===== config.mk =====
export PLATFORM = sky130hd
export DESIGN_NAME = sar_sequencer
export DESIGN_NICKNAME = d
export VERILOG_FILES = /design/src/rtl/sar_pkg.sv /design/src/rtl/sar_step_ctrl.sv /design/src/rtl/sar_trial_reg.sv /design/src/rtl/sar_out_latch.sv /design/src/rtl/sar_sequencer.sv
export SDC_FILE = /design/constraint.sdc
export NUM_CORES = 1
export LEC_CHECK = 0
export BUFFER_PORTS_ARGS = -buffer_cell sky130_fd_sc_hd__buf_2
export CAP_MARGIN = 20
export CORE_UTILIZATION = 45
export CTS_CLUSTER_DIAMETER = 100
export DETAILED_ROUTE_END_ITERATION = 7
export PLACE_DENSITY_LB_ADDON = 0.08
export SYNTH_ARGS = -nofsm -noshare
export SYNTH_HDL_FRONTEND = slang
export SYNTH_SLANG_ARGS = --single-unit

===== constraint.sdc =====
create_clock -name clk -period 1.7 [get_ports clk]
set_clock_uncertainty 0.1 [all_clocks]
set_input_delay 0.425 -clock clk [delete_from_list [all_inputs] [get_ports clk]]
set_output_delay 0.425 -clock clk [all_outputs]
set_load 0.005 [all_outputs]

===== src/rtl/sar_pkg.sv =====
package sar_pkg;

    typedef enum logic [0:0] {
        SEQ_IDLE  = 1'b0,
        SEQ_TRIAL = 1'b1
    } seq_state_e;

endpackage


===== src/rtl/sar_step_ctrl.sv =====
module sar_step_ctrl #(
    parameter int WIDTH  = 16,
    parameter int SETTLE = 2,
    parameter int IW     = (WIDTH > 1) ? $clog2(WIDTH) : 1
) (
    input  logic          clk,
    input  logic          rst_n,
    input  logic          start,
    output logic          busy,
    output logic          init,
    output logic          decide,
    output logic          last,
    output logic [IW-1:0] bit_idx
);
    import sar_pkg::*;

    localparam int CW = (SETTLE > 0) ? $clog2(SETTLE + 1) : 1;
    localparam logic [CW-1:0] SETTLE_END = CW'(SETTLE);
    localparam logic [IW-1:0] TOP_IDX    = IW'(WIDTH - 1);

    typedef struct packed {
        seq_state_e    state;
        logic [CW-1:0] cnt;
        logic [IW-1:0] idx;
    } ctrl_t;

    ctrl_t ctrl_d, ctrl_q;

    always_comb begin
        ctrl_d = ctrl_q;
        init   = 1'b0;
        decide = 1'b0;
        last   = 1'b0;
        unique case (ctrl_q.state)
            SEQ_IDLE: begin
                if (start) begin
                    ctrl_d.state = SEQ_TRIAL;
                    ctrl_d.cnt   = '0;
                    ctrl_d.idx   = TOP_IDX;
                    init         = 1'b1;
                end
            end
            SEQ_TRIAL: begin
                if (ctrl_q.cnt == SETTLE_END) begin
                    decide     = 1'b1;
                    ctrl_d.cnt = '0;
                    if (ctrl_q.idx == '0) begin
                        last         = 1'b1;
                        ctrl_d.state = SEQ_IDLE;
                    end else begin
                        ctrl_d.idx = ctrl_q.idx - 1'b1;
                    end
                end else begin
                    ctrl_d.cnt = ctrl_q.cnt + 1'b1;
                end
            end
            default: ctrl_d.state = SEQ_IDLE;
        endcase
    end

    always_ff @(posedge clk or negedge rst_n) begin
        if (!rst_n) begin
            ctrl_q <= '{state: SEQ_IDLE, cnt: '0, idx: '0};
        end else begin
            ctrl_q <= ctrl_d;
        end
    end

    assign busy    = (ctrl_q.state == SEQ_TRIAL);
    assign bit_idx = ctrl_q.idx;

endmodule


===== src/rtl/sar_trial_reg.sv =====
module sar_trial_reg #(
    parameter int WIDTH = 16,
    parameter int IW    = (WIDTH > 1) ? $clog2(WIDTH) : 1
) (
    input  logic             clk,
    input  logic             rst_n,
    input  logic             init,
    input  logic             decide,
    input  logic             cmp_hi,
    input  logic [IW-1:0]    bit_idx,
    output logic [WIDTH-1:0] code,
    output logic [WIDTH-1:0] decided
);
    localparam logic [WIDTH-1:0] MSB_ONLY = {1'b1, {(WIDTH-1){1'b0}}};

    typedef struct packed {
        logic [WIDTH-1:0] code;
    } trial_t;

    trial_t trial_d, trial_q;

    always_comb begin
        decided = trial_q.code;
        for (int i = 0; i < WIDTH; i++) begin
            if (IW'(i) == bit_idx) begin
                decided[i] = cmp_hi;
            end
        end

        trial_d = trial_q;
        if (init) begin
            trial_d.code = MSB_ONLY;
        end else if (decide) begin
            trial_d.code = decided;
            for (int i = 0; i < WIDTH - 1; i++) begin
                if (IW'(i + 1) == bit_idx) begin
                    trial_d.code[i] = 1'b1;
                end
            end
        end
    end

    always_ff @(posedge clk or negedge rst_n) begin
        if (!rst_n) begin
            trial_q <= '{code: '0};
        end else begin
            trial_q <= trial_d;
        end
    end

    assign code = trial_q.code;

endmodule


===== src/rtl/sar_out_latch.sv =====
module sar_out_latch #(
    parameter int WIDTH = 16
) (
    input  logic             clk,
    input  logic             rst_n,
    input  logic             init,
    input  logic             bipolar,
    input  logic             load,
    input  logic [WIDTH-1:0] final_code,
    output logic [WIDTH-1:0] result,
    output logic             done
);
    localparam logic [WIDTH-1:0] SIGN_FLIP = {1'b1, {(WIDTH-1){1'b0}}};

    typedef struct packed {
        logic             mode;
        logic             done;
        logic [WIDTH-1:0] value;
    } latch_t;

    latch_t lat_d, lat_q;

    always_comb begin
        lat_d      = lat_q;
        lat_d.done = load;
        if (init) begin
            lat_d.mode = bipolar;
        end
        if (load) begin
            lat_d.value = lat_q.mode ? (final_code ^ SIGN_FLIP) : final_code;
        end
    end

    always_ff @(posedge clk or negedge rst_n) begin
        if (!rst_n) begin
            lat_q <= '{mode: 1'b0, done: 1'b0, value: '0};
        end else begin
            lat_q <= lat_d;
        end
    end

    assign result = lat_q.value;
    assign done   = lat_q.done;

endmodule


===== src/rtl/sar_sequencer.sv =====
module sar_sequencer #(
    parameter int WIDTH  = 16,
    parameter int SETTLE = 2
) (
    input  logic             clk,
    input  logic             rst_n,
    input  logic             start,
    input  logic             bipolar,
    input  logic             cmp_hi,
    output logic [WIDTH-1:0] dac_code,
    output logic             busy,
    output logic             done,
    output logic [WIDTH-1:0] result
);
    localparam int IW = (WIDTH > 1) ? $clog2(WIDTH) : 1;

    logic          init_w;
    logic          decide_w;
    logic          last_w;
    logic [IW-1:0] idx_w;
    logic [WIDTH-1:0] decided_w;

    sar_step_ctrl #(
        .WIDTH  (WIDTH),
        .SETTLE (SETTLE),
        .IW     (IW)
    ) u_ctrl (
        .clk     (clk),
        .rst_n   (rst_n),
        .start   (start),
        .busy    (busy),
        .init    (init_w),
        .decide  (decide_w),
        .last    (last_w),
        .bit_idx (idx_w)
    );

    sar_trial_reg #(
        .WIDTH (WIDTH),
        .IW    (IW)
    ) u_trial (
        .clk     (clk),
        .rst_n   (rst_n),
        .init    (init_w),
        .decide  (decide_w),
        .cmp_hi  (cmp_hi),
        .bit_idx (idx_w),
        .code    (dac_code),
        .decided (decided_w)
    );

    sar_out_latch #(
        .WIDTH (WIDTH)
    ) u_latch (
        .clk        (clk),
        .rst_n      (rst_n),
        .init       (init_w),
        .bipolar    (bipolar),
        .load       (last_w),
        .final_code (decided_w),
        .result     (result),
        .done       (done)
    );

endmodule


==> results of run 1 <==
[repair_timing]
| action | in CTS | in global routing |
|---|---|---|
| gates resized for setup | 0 | 6 |
| hold buffers | 1 | 0 |
| setup endpoints to repair | 0 | 30 |
| hold endpoints to repair | 16 | 0 |
| setup buffers | 0 | 0 |
[sequential cells by signal (all words and copies together) (netlist names)]
| name | count |
|---|---|
| u_latch.done | 1 |
| u_latch.result | 16 |
| u_ctrl.bit_idx | 4 |
| u_latch.lat_q | 1 |
| u_ctrl.busy | 1 |
| u_trial.code | 16 |
| u_ctrl.ctrl_q | 2 |
[final cells by class]
type | instances | area, um2
well taps | 67 | 83.8
inverters | 6 | 23.8
flip-flops and latches | 41 | 1030
multi-input cells | 165 | 1030
clock buffers | 5 | 68.8
repair buffers | 59 | 375
clock inverters | 3 | 17.5
fillers | 458 | 2190
[layout by cell type (no fill, tap or decap), drive strengths merged, types with 5 or more instances in the layout]
cell type  synthesis  routed
ha                 5       5
buf               29      58
inv                5       5
nand2             43      43
nand2b             6       6
nor2               8       8
clkbuf             3       5
a21oi             14      14
mux2i             13      13
o21ai             35      35
dfrtp             41      41
[critical path, delay by kind of cell, from the launching register on]
kind                       cells  cell delay [ns]
adders and majority gates      1             0.25
AOI/OAI and AO/OA              3             0.32
DFF                            1             0.40
and+or+nand+nor                1             0.18
buffers and inverters          2             0.29
[routing by layer]
metal  global-route usage, %  up-vias  share of wire (%)
met2                    35.2       43                 46
met5                       0        -                  0
li1                        -      887                  -
met4                    7.19        0                1.2
met1                    30.4      848                 49
met3                    4.53        4                3.9
[power by group through the flow]
| stage | Combinational, mW | Clock, mW | Sequential (mW) |
|---|---|---|---|
| 3_5_place_dp | 2.20 | 0 | 1.75 |
| 5_1_grt | 2.54 | 0.681 | 1.80 |
| 3_3_place_gp | 2.19 | 0 | 1.75 |
| 6_report | 2.22 | 0.637 | 1.73 |
| 4_1_cts | 2.21 | 0.646 | 1.74 |
| 2_1_floorplan | 1.65 | 0 | 1.67 |
[cell families after synthesis]
group           after synthesis
compound gates               67
xor+xnor                      2
fa+ha+maj                     5
buf+inv                      38
simple gates                 77
mux                          14
flops                        41
[how the worst min path moves through the flow]
stage | from | end | slack (ns) | cells past startpoint
after CTS | bipolar | u_latch.lat_q[17] | 0.26 | 2
after detailed placement | rst_n | u_latch.result[1] | 0.30 | 1
after global routing | bipolar | u_latch.lat_q[17] | 0.27 | 2
after global placement | rst_n | u_latch.result[1] | 0.29 | 1
final | bipolar | u_latch.lat_q[17] | 0.25 | 2
after floorplan | rst_n | u_ctrl.bit_idx[0] | 0.03 | 0
[through the flow]
step	worst slack (ns)	setup TNS, ns	instance area [um2]
6_report	0.0522	0	2630
5_1_grt	-0.0456	-0.173	2630
4_1_cts	0.0162	0	2610
3_5_place_dp	0.0383	0	2510
3_3_place_gp	0.0463	0	2510
2_1_floorplan	-0.00780	-0.00780	2290
==> metrics.md, run 1 <==
| Metric | Value |
|---|---|
| Status | `completed` |
| Syn nets | `254` |
| Global Route Usage Sum | `22.2%` |
| Layout Nets | `288` |
| Final hold slack | `0.254 ns` |
| Die Wd | `73.3 um` |
| Bufs on Longest Clock Path | `2` |
| Origin of the critical flop-to-flop path | `u_ctrl.bit_idx[0]` |
| Port buffer count | `38` |
| Worst-path cell chain | `inv_1 > ha_2 > nor3b_2 > buf_4 > a21oi_1 > o21ai_0 > o31ai_1` |
| Total number of vias | `1,782` |
| Layout cells sized above 1 | `28.7%` |
| Initial DRC count | `150` |
| Total wire length | `5.10 mm` |
| P_int | `2.71 mW` |
| Drt pass-1 iters | `4` |
| Count leader, synth | `nand2_1` |
| Endpoint type of the worst setup path | `flip-flop` |
| Antenna Cells | `0` |
| First-pass GRT wire length | `8.82 mm` |
| Sequential power share | `37.7%` |
| Slowest CP cell | `dfrtp_1` |
| CTS tree | `built` |
| Post-synthesis average cell area | `9.36 um2` |
| Cell leakage power | `1.34 nW` |
| Comb power frac | `48.4%` |
| CP Class | `reg -> reg` |
| Clock share of power | `13.9%` |
| Simple-gate share of the synthesized area | `17.0%` |
| Combinational family with the most area after synthesis | `compound AO/OA/AOI/OAI gates` |
| Top achievable clock speed | `607 MHz` |
| Worst skew pair latency | `0.30 ns` |
| Gr ovfl total | `0` |
| Mux cell area share after synthesis | `6.19%` |
| Synth Register Bits | `41` |
| Total CTS buffers | `5` |
| Synthesized instance count | `244` |
| Hpwl dp | `3.72 mm` |
| Synth Area in XOR/XNOR | `0.767%` |
| Synth area leader | `dfrtp_1` |
| PwrDens | `1740 mW/mm2` |
| Cell Rows | `25` |
| Compound-Gate Fraction of Synth Area | `17.5%` |
| Crit start category | `flip-flop` |
| IO Pins | `39` |
| VDD IR max | `0.770 mV` |
| Sw Share | `41.0%` |
| Vert. Die Dim | `73.3 um` |
| Final clock period utilization by the worst path | `96.9%` |
| Post-synthesis adder-cell area fraction | `2.74%` |
| Slew HR | `68.2%` |
| Synth top area share | `44.9%` |
| Clock slew at reported path FFs | `0.08 ns` |
| Final Hold Viols | `0` |
| # DRC | `0` |
| Fin util | `54.6%` |
| Vias per cell | `5.15` |
| Flop2flop setup slack | `0.05 ns` |
| CP max stage delay | `0.40 ns` |
| Core ar. | `0.00482 mm2` |
| Vias in the first global route | `1,763` |
| H-tree depth | `2` |
| CP Data Arrival Time | `1.73 ns` |
| Initial antenna violation count | `0` |
| Power, Total | `4.59 mW` |
| Ys Warns | `0` |
| Largest net degree at the start of global routing | `26` |
| Starting Density | `47.4%` |
| Synth unique cells | `46` |
| P_sw | `1.88 mW` |
| Worst EP required | `1.78 ns` |
| Tmin final | `1.65 ns` |
| Fraction of registers with async set/reset | `100%` |
| Dpl cells | `337` |
| Fin. max-slew vios | `0` |
| Die footprint | `0.00537 mm2` |
| Most frequent cells after synthesis | `nand2_1, dfrtp_1, o21ai_0` |
| Placer Congestion | `0.787` |
| Ranking of synthesized cells by area | `dfrtp_1, nand2_1, o21ai_0, buf_4, mux2i_1` |
| Final setup fails | `0` |
| Post-route ant nets | `0` |
| Post-Syn Area | `0.00228 mm2` |
| Least-Margin Pin Slew | `0.477 ns` |
| Number of synthesized flops with an enable pin | `0` |
| Area Overhead vs Synth | `15.1%` |
| Unrepaired setup endpoints after global routing | `true` |
| Critical path origin | `u_ctrl.bit_idx[0]` |
| Worst hold-check path type | `in -> reg` |
| Register area share after synthesis | `44.9%` |
| Worst reg2reg path depth | `7` |
| Non-Filler Instances | `346` |
| Crit Reg-Reg Endpoint | `u_trial.code[2]` |
| CTS Root Cell | `clkbuf_8` |
| Clk sinks | `41` |
| Crit-path max FO | `4` |
| WL per Instance | `14.7 um` |
| Crit path capture | `u_trial.code[2]` |
| Main synth FF type | `dfrtp_1` |
| Max-Cap Viols | `0` |
Power figures use the tool's default switching activity.
==> run 2, diff against run 1 <==
- RECOVER_POWER: unset -> 25
- clock period: 1.7 -> 2 ns (I/O delays scaled with it)
==> run 2 against run 1 <==
  * Global-route usage down 1.7 points
  * Worst setup slack better by 0.090 ns
  * Wire length down 4.7%
  * Sequential cell count unchanged
  * Via count down 4.8%
  * Final area down 3.0%
  * Cell count down 2.3%
  * Utilization down 1.6 points
  * Power down 15%
  * Critical path type unchanged
  * Largest cell class is now registers
==> metrics.md, run 2 (synthesized netlist as in run 1, its figures left out) <==
| Metric | Value |
|---|---|
| Top achievable clock speed | `538 MHz (-11%)` |
| Fillcell total | `477 (+4.1%)` |
| Layout cells sized above 1 | `24.4% (-4.3 points)` |
| Gr ovfl total | `0 (unchanged)` |
| Slew HR | `29.8% (-38 points)` |
| P_sw | `1.54 mW (-18%)` |
| Bufs on Longest Clock Path | `2 (unchanged)` |
| Clk sinks | `41 (unchanged)` |
| Global Route Usage Sum | `20.5% (-1.7 points)` |
| H-tree depth | `2 (unchanged)` |
| Sequential power share | `38.0% (+0.3 points)` |
| Worst skew pair latency | `0.29 ns (about the same)` |
| Tmin final | `1.86 ns (+0.210 ns)` |
| Placer Congestion | `0.880 (+12%)` |
| Port buffer count | `38 (unchanged)` |
| First-pass GRT wire length | `8.27 mm (-6.2%)` |
| Vias per cell | `5.02 (-2.5%)` |
| PwrDens | `1530 mW/mm2 (-12%)` |
| Slowest CP cell | `dfrtp_1` |
| Status | `completed` |
| Post-route ant nets | `0 (unchanged)` |
| Total wire length | `4.86 mm (-4.7%)` |
| Largest net degree at the start of global routing | `25 (-3.8%)` |
| Cell leakage power | `1.30 nW (-2.9%)` |
| WL per Instance | `14.4 um (-2.4%)` |
| Non-Filler Instances | `338 (-2.3%)` |
| Final clock period utilization by the worst path | `92.9% (-4.0 points)` |
| Max-Cap Viols | `0 (unchanged)` |
| Worst hold-check path type | `in -> async` |
| CP Data Arrival Time | `1.92 ns (+0.19 ns)` |
| Starting Density | `47.4% (unchanged)` |
| P_int | `2.36 mW (-13%)` |
| CP Buf/Inv Count | `1 (-1)` |
| Commonest non-fill, non-tap cell in the layout | `nand2_1` |
| IO Pins | `39 (unchanged)` |
| Endpoint type of the worst setup path | `flip-flop` |
| Drt pass-1 iters | `4 (unchanged)` |
| Core ar. | `0.00482 mm2 (unchanged)` |
| Delay-heaviest family, CP | `flip-flops` |
| CP max stage delay | `0.43 ns (+0.03 ns)` |
| Crit start category | `flip-flop` |
| Area Overhead vs Synth | `11.6%` |
| Worst-path cell chain | `inv_1 > ha_1 > nor3b_2 > a21oi_1 > o21ai_0 > o31ai_1` |
| Unrepaired setup endpoints after global routing | `false` |
| Total number of vias | `1,697 (-4.8%)` |
| Fin. max-slew vios | `0 (unchanged)` |
| Power, Total | `3.90 mW (-15%)` |
| Dpl cells | `330 (-2.1%)` |
| Crit-path max FO | `8 (+4)` |
| Initial antenna violation count | `0 (unchanged)` |
| Least-Margin Pin Slew | `1.05 ns (+0.575 ns)` |
| Clock slew at reported path FFs | `0.08 ns (about the same)` |
| CP Class | `reg -> reg` |
| Layout Nets | `280 (-2.8%)` |
| Comb power frac | `44.2% (-4.2 points)` |
| Final setup fails | `0 (unchanged)` |
| Final Hold Viols | `0 (unchanged)` |
| Most frequent cells in the layout | `nand2_1, dfrtp_1, buf_2` |
| Worst EP required | `2.06 ns (+0.28 ns)` |
| Initial DRC count | `132 (-12%)` |
| Antenna Cells | `0 (unchanged)` |
| Hpwl dp | `3.50 mm (-5.9%)` |
| VDD IR max | `0.934 mV (+21%)` |
| Total CTS buffers | `5 (unchanged)` |
| Cell Rows | `25 (unchanged)` |
| Die footprint | `0.00537 mm2 (unchanged)` |
| CTS Root Cell | `clkbuf_8` |
| # DRC | `0 (unchanged)` |
| Vert. Die Dim | `73.3 um (unchanged)` |
| Clock share of power | `17.8% (+3.9 points)` |
| Vias in the first global route | `1,704 (-3.3%)` |
| CTS tree | `built` |
| Sw Share | `39.4% (-1.6 points)` |
| TNS Setup | `0 ns (unchanged)` |
| Die Wd | `73.3 um (unchanged)` |
run 2: cell types whose count changed in the layout (fill, tap and decap cells not counted), sizes merged:
| cell | previous run | this run |
|---|---|---|
| bufinv | 0 | 1 |
| clkinv | 3 | 1 |
| clkinvlp | 1 | 0 |
| clkbuf | 5 | 9 |
| dlygate4sd3 | 1 | 0 |
| buf | 58 | 49 |
run 2: metal layers:
metal	vias up	GRT usage [%]	wire length (um)
met4	0	5.66	28
met2	36	34.1	2250
li1	868	-	-
met3	2	4.66	206
met5	-	0	0
met1	791	26.9	2380
run 2: worst reg2reg max path, stage by stage (launching register included):
cell     delay, ns
dfrtp_1       0.43
inv_1         0.15
ha_1          0.34
nor3b_2       0.35
a21oi_1       0.11
o21ai_0       0.16
o31ai_1       0.09
run 2: layout make-up:
class | instances | area [um2] | area share, %
clock buffers | 7 | 86.3 | 3.39
clock inverters | 1 | 30.0 | 1.18
flip-flops and latches | 41 | 1030 | 40.2
well taps | 67 | 83.8 | 3.29
multi-input cells | 165 | 1020 | 39.8
repair buffers | 51 | 284 | 11.1
inverters | 6 | 23.8 | 0.932
run 2: path summary, 6_finish.rpt:
kind	endpoint	slack [ns]	cells past startpoint	from
min in group clk	u_latch.lat_q[17]	0.34	2	bipolar
max	u_trial.code[2]	0.14	6	u_ctrl.bit_idx[0]
max reg2reg	u_trial.code[2]	0.14	6	u_ctrl.bit_idx[0]
max in group asynchronous	u_trial.code[4]	0.38	2	rst_n
min reg2reg	u_latch.result[4]	0.37	2	u_latch.result[4]
min	u_latch.result[1]	0.27	1	rst_n
run 2: per-stage QoR:
step | utilization [%] | hold slack [ns] | setup WS (ns) | cell area, um2
after global placement | 50.8 | 0.356 | 0.144 | 2440
after global routing | 52.9 | 0.330 | 0.00671 | 2550
final | 52.9 | 0.267 | 0.142 | 2550
after detailed placement | 50.8 | 0.357 | 0.0696 | 2440
after floorplan | - | 0.104 | 0.289 | 2280
after CTS | 53.2 | 0.0662 | 0.0350 | 2560
run 2: repair_timing:
item                                    in CTS  in global routing
endpoints found under the setup margin       0                  4
hold buffers                                 0                  0
resized for setup                            0                  1
buffers inserted                             0                  0
run 2: power by group through the flow:
stage          clock (mW)  combinational [mW]  sequential, mW
5_1_grt             0.738                1.98            1.55
3_5_place_dp            0                1.73            1.50
3_3_place_gp            0                1.71            1.50
4_1_cts             0.709                1.74            1.48
2_1_floorplan           0                1.40            1.42
6_report            0.694                1.73            1.48
